<file path="config.mk">
export PLATFORM = sky130hd
export DESIGN_NAME = tst_timer
export DESIGN_NICKNAME = d
export VERILOG_FILES = /design/src/rtl/tst_pkg.sv /design/src/rtl/tst_cfg_reg.sv /design/src/rtl/tst_prescale.sv /design/src/rtl/tst_accum.sv /design/src/rtl/tst_rd_port.sv /design/src/rtl/tst_timer.sv
export SDC_FILE = /design/constraint.sdc
export NUM_CORES = 1
export LEC_CHECK = 0
export BUFFER_PORTS_ARGS = -buffer_cell sky130_fd_sc_hd__buf_4
export CAP_MARGIN = 10
export CORE_ASPECT_RATIO = 1.2
export CORE_MARGIN = 1.5
export CORE_UTILIZATION = 40
export DETAILED_ROUTE_END_ITERATION = 8
export PLACE_DENSITY = 0.6
export SKIP_LAST_GASP = 1
export SLEW_MARGIN = 20
export SYNTH_ARGS = -nofsm -noshare
export SYNTH_HDL_FRONTEND = slang
export SYNTH_SLANG_ARGS = --single-unit
export TNS_END_PERCENT = 50
</file>
<file path="constraint.sdc">
create_clock -name clk_i -period 2.67 [get_ports clk_i]
set_input_delay 0.1335 -clock clk_i [delete_from_list [all_inputs] [get_ports clk_i]]
set_output_delay 0.1335 -clock clk_i [all_outputs]
set_load 0.03 [all_outputs]
</file>
<file path="src/rtl/tst_pkg.sv">
package tst_pkg;
    localparam int CFG_W   = 16;
    localparam int BUS_W   = 32;
    localparam int SRC_W   = 8;
    localparam int CLR_BIT = 8;

    typedef enum logic [SRC_W-1:0] {
        UNIT_NS = 8'd0,
        UNIT_US = 8'd1,
        UNIT_MS = 8'd2
    } unit_e;

    typedef enum logic {
        REG_CFG = 1'b0,
        REG_CNT = 1'b1
    } reg_sel_e;
endpackage

</file>
<file path="src/rtl/tst_cfg_reg.sv">
module tst_cfg_reg
    import tst_pkg::*;
(
    input  logic             clk_i,
    input  logic             rst_ni,
    input  logic             wr_i,
    input  logic [CFG_W-1:0] wdata_i,
    output logic [CFG_W-1:0] cfg_o,
    output logic [SRC_W-1:0] src_o,
    output logic             clear_o
);
    typedef struct packed {
        logic [CFG_W-1:0] cfg;
    } cfg_st_t;

    cfg_st_t st_d, st_q;

    always_comb begin
        st_d = st_q;
        if (wr_i) begin
            st_d.cfg = wdata_i;
        end
    end

    always_ff @(posedge clk_i or negedge rst_ni) begin
        if (!rst_ni) begin
            st_q <= '0;
        end else begin
            st_q <= st_d;
        end
    end

    assign cfg_o   = st_q.cfg;
    assign src_o   = st_q.cfg[SRC_W-1:0];
    assign clear_o = st_q.cfg[CLR_BIT];
endmodule

</file>
<file path="src/rtl/tst_prescale.sv">
module tst_prescale
    import tst_pkg::*;
#(
    parameter int CNT_W   = 32,
    parameter int NS_STEP = 20,
    parameter int US_DIV  = 50,
    parameter int MS_DIV  = 50000
) (
    input  logic             clk_i,
    input  logic             rst_ni,
    input  logic [SRC_W-1:0] src_i,
    input  logic             clear_i,
    output logic [CNT_W-1:0] inc_o
);
    localparam int DIV_MAX = (MS_DIV > US_DIV) ? MS_DIV : US_DIV;
    localparam int PRE_W   = $clog2(DIV_MAX);
    localparam logic [PRE_W-1:0] US_LAST = PRE_W'(US_DIV - 1);
    localparam logic [PRE_W-1:0] MS_LAST = PRE_W'(MS_DIV - 1);
    localparam logic [CNT_W-1:0] NS_INC  = CNT_W'(NS_STEP);
    localparam logic [CNT_W-1:0] ONE_INC = CNT_W'(1);

    typedef struct packed {
        logic [PRE_W-1:0] pre;
    } pre_st_t;

    pre_st_t st_d, st_q;

    always_comb begin
        st_d  = st_q;
        inc_o = '0;
        if (clear_i) begin
            st_d.pre = '0;
        end else begin
            case (src_i)
                UNIT_NS: begin
                    st_d.pre = '0;
                    inc_o    = NS_INC;
                end
                UNIT_US: begin
                    if (st_q.pre >= US_LAST) begin
                        st_d.pre = '0;
                        inc_o    = ONE_INC;
                    end else begin
                        st_d.pre = st_q.pre + PRE_W'(1);
                    end
                end
                UNIT_MS: begin
                    if (st_q.pre >= MS_LAST) begin
                        st_d.pre = '0;
                        inc_o    = ONE_INC;
                    end else begin
                        st_d.pre = st_q.pre + PRE_W'(1);
                    end
                end
                default: begin
                    st_d.pre = st_q.pre;
                end
            endcase
        end
    end

    always_ff @(posedge clk_i or negedge rst_ni) begin
        if (!rst_ni) begin
            st_q <= '0;
        end else begin
            st_q <= st_d;
        end
    end
endmodule

</file>
<file path="src/rtl/tst_accum.sv">
module tst_accum #(
    parameter int CNT_W = 32
) (
    input  logic             clk_i,
    input  logic             rst_ni,
    input  logic             clear_i,
    input  logic [CNT_W-1:0] inc_i,
    output logic [CNT_W-1:0] count_o
);
    typedef struct packed {
        logic [CNT_W-1:0] count;
    } acc_st_t;

    acc_st_t st_d, st_q;

    always_comb begin
        st_d = st_q;
        if (clear_i) begin
            st_d.count = '0;
        end else begin
            st_d.count = st_q.count + inc_i;
        end
    end

    always_ff @(posedge clk_i or negedge rst_ni) begin
        if (!rst_ni) begin
            st_q <= '0;
        end else begin
            st_q <= st_d;
        end
    end

    assign count_o = st_q.count;
endmodule

</file>
<file path="src/rtl/tst_rd_port.sv">
module tst_rd_port
    import tst_pkg::*;
#(
    parameter int CNT_W = 32
) (
    input  logic             clk_i,
    input  logic             rst_ni,
    input  logic             rd_i,
    input  logic             sel_i,
    input  logic [CFG_W-1:0] cfg_i,
    input  logic [CNT_W-1:0] count_i,
    output logic [BUS_W-1:0] rdata_o
);
    typedef struct packed {
        logic [BUS_W-1:0] data;
    } rd_st_t;

    rd_st_t st_d, st_q;
    logic [BUS_W-1:0] cnt_ext;
    logic [BUS_W-1:0] cfg_ext;

    generate
        if (CNT_W < BUS_W) begin : g_pad
            assign cnt_ext = {{(BUS_W - CNT_W){1'b0}}, count_i};
        end else begin : g_trim
            assign cnt_ext = count_i[BUS_W-1:0];
        end
    endgenerate

    assign cfg_ext = {{(BUS_W - CFG_W){1'b0}}, cfg_i};

    always_comb begin
        st_d = st_q;
        if (rd_i) begin
            st_d.data = (sel_i == REG_CNT) ? cnt_ext : cfg_ext;
        end
    end

    always_ff @(posedge clk_i or negedge rst_ni) begin
        if (!rst_ni) begin
            st_q <= '0;
        end else begin
            st_q <= st_d;
        end
    end

    assign rdata_o = st_q.data;
endmodule

</file>
<file path="src/rtl/tst_timer.sv">
module tst_timer
    import tst_pkg::*;
#(
    parameter int CNT_W   = 32,
    parameter int NS_STEP = 20,
    parameter int US_DIV  = 50,
    parameter int MS_DIV  = 50000
) (
    input  logic        clk_i,
    input  logic        rst_ni,
    input  logic        wr_en_i,
    input  logic        rd_en_i,
    input  logic        addr_i,
    input  logic [31:0] wdata_i,
    output logic [31:0] rdata_o
);
    logic             cfg_wr;
    logic [CFG_W-1:0] cfg_word;
    logic [SRC_W-1:0] unit_src;
    logic             clr_hold;
    logic [CNT_W-1:0] step_amt;
    logic [CNT_W-1:0] count_val;
    logic             unused_wdata;

    assign cfg_wr       = wr_en_i && (addr_i == REG_CFG);
    assign unused_wdata = ^wdata_i[BUS_W-1:CFG_W];

    tst_cfg_reg i_cfg (
        .clk_i   (clk_i),
        .rst_ni  (rst_ni),
        .wr_i    (cfg_wr),
        .wdata_i (wdata_i[CFG_W-1:0]),
        .cfg_o   (cfg_word),
        .src_o   (unit_src),
        .clear_o (clr_hold)
    );

    tst_prescale #(
        .CNT_W   (CNT_W),
        .NS_STEP (NS_STEP),
        .US_DIV  (US_DIV),
        .MS_DIV  (MS_DIV)
    ) i_pre (
        .clk_i   (clk_i),
        .rst_ni  (rst_ni),
        .src_i   (unit_src),
        .clear_i (clr_hold),
        .inc_o   (step_amt)
    );

    tst_accum #(
        .CNT_W (CNT_W)
    ) i_acc (
        .clk_i   (clk_i),
        .rst_ni  (rst_ni),
        .clear_i (clr_hold),
        .inc_i   (step_amt),
        .count_o (count_val)
    );

    tst_rd_port #(
        .CNT_W (CNT_W)
    ) i_rd (
        .clk_i   (clk_i),
        .rst_ni  (rst_ni),
        .rd_i    (rd_en_i),
        .sel_i   (addr_i),
        .cfg_i   (cfg_word),
        .count_i (count_val),
        .rdata_o (rdata_o)
    );
endmodule

</file>
Yosys cells after proc, flatten, opt, wreduce, memory -nomap -nowiden. Index checks and enable logic that the tools add are counted.

Mux-type cells: 10. Bitwise logic cells: 1. Equality and inequality tests: 2. Reduce and logical (&&, ||, !) cells: 3. Add/subtract/negate cells: 2. $lt $le $gt $ge: 2.

Operator list (count): 2-to-1 mux 32 bit (3); one-hot mux 32 bit (3 select lines) (1); 2-to-1 mux 16 bit (3); one-hot mux 16 bit (3 select lines) (1); adder 32 bit (1); adder 16 x 1 -> 16 bit (second input constant) (1); greater-or-equal comparator 16 bit (second input constant) (1); greater-or-equal comparator 16 x 6 -> 1 bit (second input constant) (1); equality test 8 x 1 -> 1 bit (second input constant) (1); equality test 8 x 2 -> 1 bit (second input constant) (1); logical NOT 8 bit (1); nonzero test 4 bit (1); 2-to-1 mux 1 bit (2); logical AND 1 bit (1); inverter 1 bit (1).

Register bits: 96. Input bits: 37. Logic and storage cells: 24. Output and inout port bits: 32.

Logic depth before layout (Yosys ltp). Gate-level depths: netlist of run 1.

Depth after elaboration: 6. Mapped depth: 15. Gate-level depth less buffers: 14.

By module. Synthesis of run 1 repeated with hierarchy kept, for this count alone.

Cells, all modules: 701. Area total of the unflattened synthesis: 6403.6 um2.

By module, submodules not included: tst_accum (area an instance 2899.0 um2, cells each 344, times used 1, sequential area each 800.8 um2); tst_rd_port (area an instance 1407.6 um2, cells each 139, times used 1, sequential area each 800.8 um2); tst_prescale (area an instance 1366.3 um2, cells each 174, times used 1, sequential area each 400.4 um2); tst_cfg_reg (area an instance 716.9 um2, cells each 43, times used 1, sequential area each 400.4 um2); tst_timer (area an instance 13.8 um2, cells each 1, times used 1, sequential area each 0.0 um2).

Worst setup path after synthesis of run 1. Ideal clock, no wire load.

Path type: reg2reg. Start: register i_pre.st_q[0] (netlist bit). End: register i_acc.st_q (netlist bit i_acc.count_o[30]). Stages on the path, launching flop included: 14. Setup slack: -0.273 ns. Arrival: 2.865 ns. Setup time: 0.077 ns. Data required time: 2.593 ns. Clock period less this slack: 2.943 ns. Buffers on the path: 0. Cell sequence: dfrtp_1 ha_1 nand3_1 a211oi_1 o21ai_0 o21ai_0 and2_1 ha_1 ha_1 a21o_1 a31oi_1 or3_1 or3_1 a21oi_1.

RTL lines: start: declaration (line tst_prescale.sv:26) `pre_st_t st_d, st_q;`; start signal: assignment (line tst_prescale.sv:66) `st_q <= st_d;`; end signal: assignment (line tst_accum.sv:29) `st_q <= st_d;`; end: declaration (line tst_accum.sv:14) `acc_st_t st_d, st_q;`.

==> flow_summary.json, run 1 <==
{
  "synthCells": 462,
  "grt_pass1_wl_mm": 17.5,
  "overflow": 0,
  "grt_setup_unrepaired": "true",
  "critPathKind": "flip-flop to flip-flop",
  "layout_commonest_cell": "buf_4",
  "crit_chain": "ha_2 -> nand3_2 -> a211oi_2 -> o21ai_1 -> o21ai_1 -> and2_4 -> ha_4 -> ha_4 -> a21o_1 -> a31oi_4 -> or3_1 -> or3_1 -> a21oi_2",
  "synth_top_family_by_area": "simple AND/OR/NAND/NOR gates",
  "dpl.cell_count": 689,
  "synth_xor_area_share_pct": 5.82,
  "cts_root_buf": "clkbuf_16",
  "power_density_mw_per_mm2": 517,
  "crit_buf_inv": 0,
  "antenna_found_initial": 0,
  "antennaDiodeCount": 0,
  "htree_levels": 3,
  "postRouteAntennaNets": 0,
  "start_kind": "flip-flop",
  "synth_cell_types": 44,
  "insertion_delay_ns": 0.35,
  "avgViaCountPerCell": 5.12,
  "fillCellCount": 1032,
  "ys_ff_latch": 96,
  "drive_gt1_share_pct": 30.2,
  "hpwl_mm": 7.05,
  "ys_warn_count": 0,
  "tritoncts": "yes",
  "worst_pin_slew_ns": 0.894,
  "clkTransAtPathRegs_ns": 0.07,
  "syn_to_final_growth_pct": 29.8,
  "period_share_pct": 103,
  "max-slew-margin-rel_pct": 40.2,
  "max_cap_viol_count": 0,
  "clock-sinks": 96,
  "core_mm2": 0.0115,
  "outcome": "finished with violations",
  "yosysSeqAreaShare_pct": 51.5,
  "syn_nets": 506,
  "cts_made_buffers": 9,
  "synth_mux_area_share_pct": 7.30,
  "cp-end-kind": "flip-flop",
  "cp_slowest_stage_delay_ns": 0.40,
  "fin_tns_setup_ns": -0.589,
  "synthArstFlopShare_pct": 100,
  "wl_per_cell_um": 14.6,
  "synth_compound_area_share_pct": 8.34,
  "ys.flop_type": "dfrtp_1",
  "critPathTopFamily": "simple AND/OR/NAND/NOR gates",
  "crit_arrival_ns": 3.04,
  "regArea_mm2": 0.00240,
  "irDropWorstVdd_uv": 331,
  "start_util_pct": 40.7,
  "synth_fa_ha_area_share_pct": 1.88,
  "die_w_um": 102,
  "final_util_pct": 52.8,
  "drt_iter0_drc": 152,
  "routed_wl_mm": 10.5,
  "synth_simple_gate_area_share_pct": 20.7,
  "io_buffers": 52,
  "layout.nets": 601,
  "worst-path-max-fanout": 4,
  "required_ns": 2.95,
  "dieHeight_um": 121,
  "syn_area_per_cell_um2": 10.1,
  "finalSetupViolCount": 13,
  "fin_worst_skew_ns": 0.00812,
  "dpl_worst_slack_ns": -0.289,
  "fp-row-count": 43,
  "slew_violations": 0,
  "violations": "setup timing",
  "synth_area_mm2": 0.00466,
  "grt_start_max_net_pins": 65,
  "cpMaxStageDelayCell": "dfrtp_1",
  "first_pass_iters": 4,
  "multiInputGateArea_mm2": 0.00224,
  "cts_max_path_buffers": 2,
  "layout_common_cells": "buf_4, dfrtp_1, nor2_1",
  "final.setup.worst_slack_ns": -0.0877,
  "period_minus_slack_ns": 2.76,
  "pin_count": 69,
  "track_usage_pct": 18.3,
  "final-hold-violation-count": 0,
  "gp_routability_congestion": 0.787,
  "fmax_ghz": 0.363,
  "synth_edf_count": 0,
  "grt_pass1_vias": 3655,
  "p_leak_uw": 0.00264,
  "min_path_type": "input port to flip-flop",
  "drc": 0,
  "route.vias.total": 3684,
  "final_cells": 719,
  "die-area_mm2": 0.0123
}
-- power breakdown --
group	total [uW]	switching [uW]	leakage [uW]	internal [uW]
combinational	384	237	0.00124	147
sequential	1560	42.6	0.00127	1520
clock	1190	557	0.000126	631
-- cells in the mapped netlist, types with 9 or more instances --
| library cell | number | area share, % |
|---|---|---|
| dfrtp_1 | 96 | 52 |
| nor2_1 | 48 | 3.9 |
| nand2_1 | 31 | 2.5 |
| xnor2_1 | 29 | 5.4 |
| o21ai_0 | 28 | 3.0 |
| nand3_1 | 24 | 2.6 |
| inv_1 | 23 | 1.9 |
| a21oi_1 | 22 | 2.4 |
| nor3_1 | 17 | 1.8 |
| mux2_2 | 16 | 3.9 |
| mux2i_1 | 16 | 3.4 |
| clkbuf_1 | 15 | 1.2 |
| nor2b_1 | 9 | 1.2 |
-- cell families after synthesis --
| family | Yosys count |
|---|---|
| xor+xnor | 31 |
| mux | 32 |
| fa+ha+maj | 7 |
| flops | 96 |
| compound gates | 67 |
| simple gates | 181 |
| buf+inv | 48 |
-- metal layers --
| layer | global-route usage, % | vias up | routed length [um] |
|---|---|---|---|
| met3 | 3.17 | 18 | 349 |
| met1 | 23.8 | 1807 | 4650 |
| met5 | 0 | - | 0 |
| li1 | - | 1799 | - |
| met2 | 29.9 | 60 | 5270 |
| met4 | 7.55 | 0 | 214 |
-- state kept, by name, indices dropped and copies added (netlist names) --
register and cells:
i_acc.count_o 32, i_cfg.cfg_o 16, i_pre.st_q 16, i_rd.rdata_o 32
-- worst min-delay path: cells and delay by family --
kind | cells | cell delay (ns)
AOI/OAI and AO/OA | 1 | 0.06
and+or+nand+nor | 1 | 0.04
buffers and inverters | 1 | 0.09
-- area by class of cell --
| class | instances | share of cell area, % |
|---|---|---|
| Tap cell | 157 | 3.24 |
| Multi-Input combinational cell | 318 | 37.1 |
| Clock inverter | 5 | 0.558 |
| Sequential cell | 96 | 39.7 |
| Timing Repair Buffer | 109 | 14.2 |
| Inverter | 23 | 1.43 |
| Clock buffer | 11 | 3.84 |
-- final timing paths --
path | startpoint | slack, ns | cells after the start | end
worst min register to register | i_cfg.cfg_o[9] | 0.51 | 1 | i_cfg.cfg_o[9]
max in group asynchronous | rst_ni | 1.61 | 3 | i_rd.rdata_o[13]
worst max-delay path | i_pre.st_q[0] | -0.09 | 13 | i_acc.count_o[30]
worst min-delay path | wdata_i[1] | 0.02 | 3 | i_cfg.cfg_o[1]
worst max register to register | i_pre.st_q[0] | -0.09 | 13 | i_acc.count_o[30]
min in group asynchronous | rst_ni | 0.40 | 2 | i_rd.rdata_o[31]
-- metrics by stage --
| step | cell area [um2] | total power (uW) | hold slack, ns |
|---|---|---|---|
| floorplan | 4760 | 1800 | -0.162 |
| global placement | 5560 | 1960 | 0.263 |
| detailed placement | 5560 | 1970 | 0.264 |
| CTS | 6030 | 3170 | 0.00591 |
| global route | 6050 | 3270 | 0.00893 |
| finish | 6050 | 3130 | 0.0153 |
-- repair_timing --
item / 4_1_cts / 5_1_grt
hold endpoints to repair: 57 / 0
setup endpoints to repair: 24 / 35
gates cloned: 0 / 0
hold buffers: 2 / 0
setup buffers: 12 / 0
pin swaps: 8 / 5
resized for setup: 15 / 5
Note: power is estimated with default switching activity, not from simulation.
==> run 2: changes to the inputs <==
--- a/config.mk
+++ b/config.mk
@@ -5,13 +5,14 @@
 export SDC_FILE = /design/constraint.sdc
 export NUM_CORES = 1
 export LEC_CHECK = 0
+export ABC_AREA = 1
 export BUFFER_PORTS_ARGS = -buffer_cell sky130_fd_sc_hd__buf_4
 export CAP_MARGIN = 10
 export CORE_ASPECT_RATIO = 1.2
 export CORE_MARGIN = 1.5
 export CORE_UTILIZATION = 40
 export DETAILED_ROUTE_END_ITERATION = 8
-export PLACE_DENSITY = 0.6
+export PLACE_DENSITY = 0.59
 export SKIP_LAST_GASP = 1
 export SLEW_MARGIN = 20
 export SYNTH_ARGS = -nofsm -noshare
==> flow_summary.json, run 2 <==
{
  "yosysSeqAreaShare_pct": 46.1,
  "cp-end-kind": "flip-flop",
  "required_ns": 2.90,
  "design_area_mm2": 0.00631,
  "htree_levels": 3,
  "antenna_found_initial": 0,
  "max-slew-margin-rel_pct": 51.9,
  "die-area_mm2": 0.0137,
  "cts_root_buf": "clkbuf_16",
  "final-hold-violation-count": 0,
  "track_usage_pct": 19.5,
  "cts_made_buffers": 9,
  "synthCells": 688,
  "dpl_worst_slack_ns": -0.0704,
  "layout.nets": 792,
  "syn_nets": 732,
  "postRouteAntennaNets": 0,
  "routed_wl_mm": 12.7,
  "worst-path-max-fanout": 4,
  "overflow": 0,
  "dieHeight_um": 128,
  "outcome": "complete, no violations",
  "worst_pin_slew_ns": 0.720,
  "syn_area_per_cell_um2": 7.57,
  "irDropWorstVdd_uv": 360,
  "core_mm2": 0.0127,
  "synth_top_area_cell": "dfrtp_1",
  "fin_worst_skew_ns": 0.00638,
  "pin_count": 69,
  "avgViaCountPerCell": 5.09,
  "synth_area_mm2": 0.00521,
  "netlist_top_cells_count": "nand2_1, nor2_1, dfrtp_1",
  "crit_arrival_ns": 2.71,
  "final.setup.worst_slack_ns": 0.182,
  "clkTransAtPathRegs_ns": 0.07,
  "grt_pass1_vias": 4450,
  "fp-row-count": 45,
  "ys_warn_count": 0,
  "max_cap_viol_count": 0,
  "grt_start_max_net_pins": 97,
  "period_share_pct": 93.2,
  "antennaDiodeCount": 0,
  "min_path_type": "input port to flip-flop",
  "yosysMostFrequentCell": "nand2_1",
  "ys.flop_type": "dfrtp_1",
  "drc": 0,
  "synth_edf_count": 0,
  "p_leak_uw": 0.00289,
  "start_util_pct": 41.1,
  "dpl.cell_count": 898,
  "wl_per_cell_um": 13.9,
  "yosys.area.top_type_share_pct": 46.1,
  "slew_violations": 0,
  "critPathKind": "flip-flop to flip-flop",
  "place_area_mm2": 0.00584,
  "finalSetupViolCount": 0,
  "io_buffers": 52,
  "die_w_um": 107,
  "first_pass_iters": 5,
  "synth_area_leaders": "dfrtp_1, nand2_1, nor2_1",
  "final_cells": 917,
  "period_minus_slack_ns": 2.49,
  "ys_ff_latch": 96,
  "drt_iter0_drc": 197,
  "layout_commonest_cell": "nand2_1",
  "hpwl_mm": 9.17,
  "synthArstFlopShare_pct": 100,
  "insertion_delay_ns": 0.35,
  "tritoncts": "yes",
  "grt_pass1_wl_mm": 21.2,
  "drive_gt1_share_pct": 19.1,
  "power_density_mw_per_mm2": 539,
  "gp_routability_congestion": 0.897,
  "synth_cell_types": 35,
  "fmax_ghz": 0.402,
  "syn_to_final_growth_pct": 21.1,
  "cts_max_path_buffers": 2,
  "route.vias.total": 4664,
  "layout_common_cells": "nand2_1, nor2_1, dfrtp_1",
  "start_kind": "flip-flop",
  "clock-sinks": 96
}
run 2: cell count changes after synthesis, sizes merged, moves of 14 or more:
cell | before | now
nor3 | 19 | 5
nand3 | 24 | 50
xnor2 | 29 | 4
nand2 | 31 | 206
mux2i | 16 | 0
inv | 23 | 74
nor2 | 48 | 122
run 2: worst max-delay path, cell delays in order (launching register included):
cell     delay (ns)
dfrtp_1        0.42
buf_6          0.14
buf_6          0.11
ha_4           0.14
nor2_1         0.08
nand3_1        0.09
nand2_1        0.10
nand2_1        0.07
nand2_1        0.08
a21oi_2        0.05
ha_2           0.20
ha_4           0.16
nand2_2        0.06
inv_2          0.05
o21ai_4        0.18
inv_2          0.08
nand2_1        0.07
nand2_2        0.08
xnor2_1        0.14
nor2_1         0.06
run 2: per-stage QoR:
stage / util (%) / total power, uW / setup TNS, ns / hold WS [ns]
after floorplan: - / 1780 / 0 / -0.162
after global placement: 46.1 / 1920 / 0 / 0.241
after detailed placement: 46.1 / 1930 / -0.0704 / 0.237
after CTS: 48.9 / 3430 / 0 / 0.00280
after global routing: 49.8 / 3520 / -0.00314 / 0.00225
final: 49.8 / 3400 / 0 / 0.00964
run 2: repair_timing:
item | CTS | global route
setup endpoints to repair | 1 | 12
hold endpoints to repair | 96 | 0
resized for setup | 2 | 26
pin swaps | 0 | 8
setup buffers | 0 | 3
hold buffers | 1 | 0
run 2: final cells by class:
class	count	area (um2)
fillers	1233	6360
multi-input cells	495	2520
clock inverters	6	115
well taps	164	205
clock buffers	10	229
inverters	77	290
repair buffers	69	544
flip-flops and latches	96	2400
run 2: power by group:
part | switching (uW) | internal [uW] | total, uW
Clock | 577 | 923 | 1500
Sequential | 43.0 | 1520 | 1560
Combinational | 218 | 122 | 340
run 2: worst paths after layout:
path	to	start	cells after the start	slack [ns]
setup / recovery	i_acc.count_o[12]	i_pre.st_q[0]	19	0.18
hold reg to reg	i_cfg.cfg_o[12]	i_cfg.cfg_o[12]	1	0.51
hold / removal	i_cfg.cfg_o[1]	wdata_i[1]	2	0.01
setup reg to reg	i_acc.count_o[12]	i_pre.st_q[0]	19	0.18
max in group asynchronous	i_acc.count_o[3]	rst_ni	3	1.89
min in group asynchronous	i_rd.rdata_o[27]	rst_ni	3	0.38
run 2: layer usage:
layer	track usage, %	wire length, um	up-vias	share of wire, %
met1	26.4	5970	2212	47
met2	31.0	5930	121	47
met3	3.20	549	19	4.3
met4	7.84	266	0	2.1
li1	-	-	2312	-
met5	0	0	-	0
run 2: cells by family after synthesis:
group	Yosys count	share of synthesized area, %
muxes	12	2.59
AOI/OAI and AO/OA	62	7.18
xor gates and xnor gates	14	2.35
and+or+nand+nor	400	32.8
buffers and inverters	97	7.25
DFF	96	46.1
adders and majority gates	7	1.68
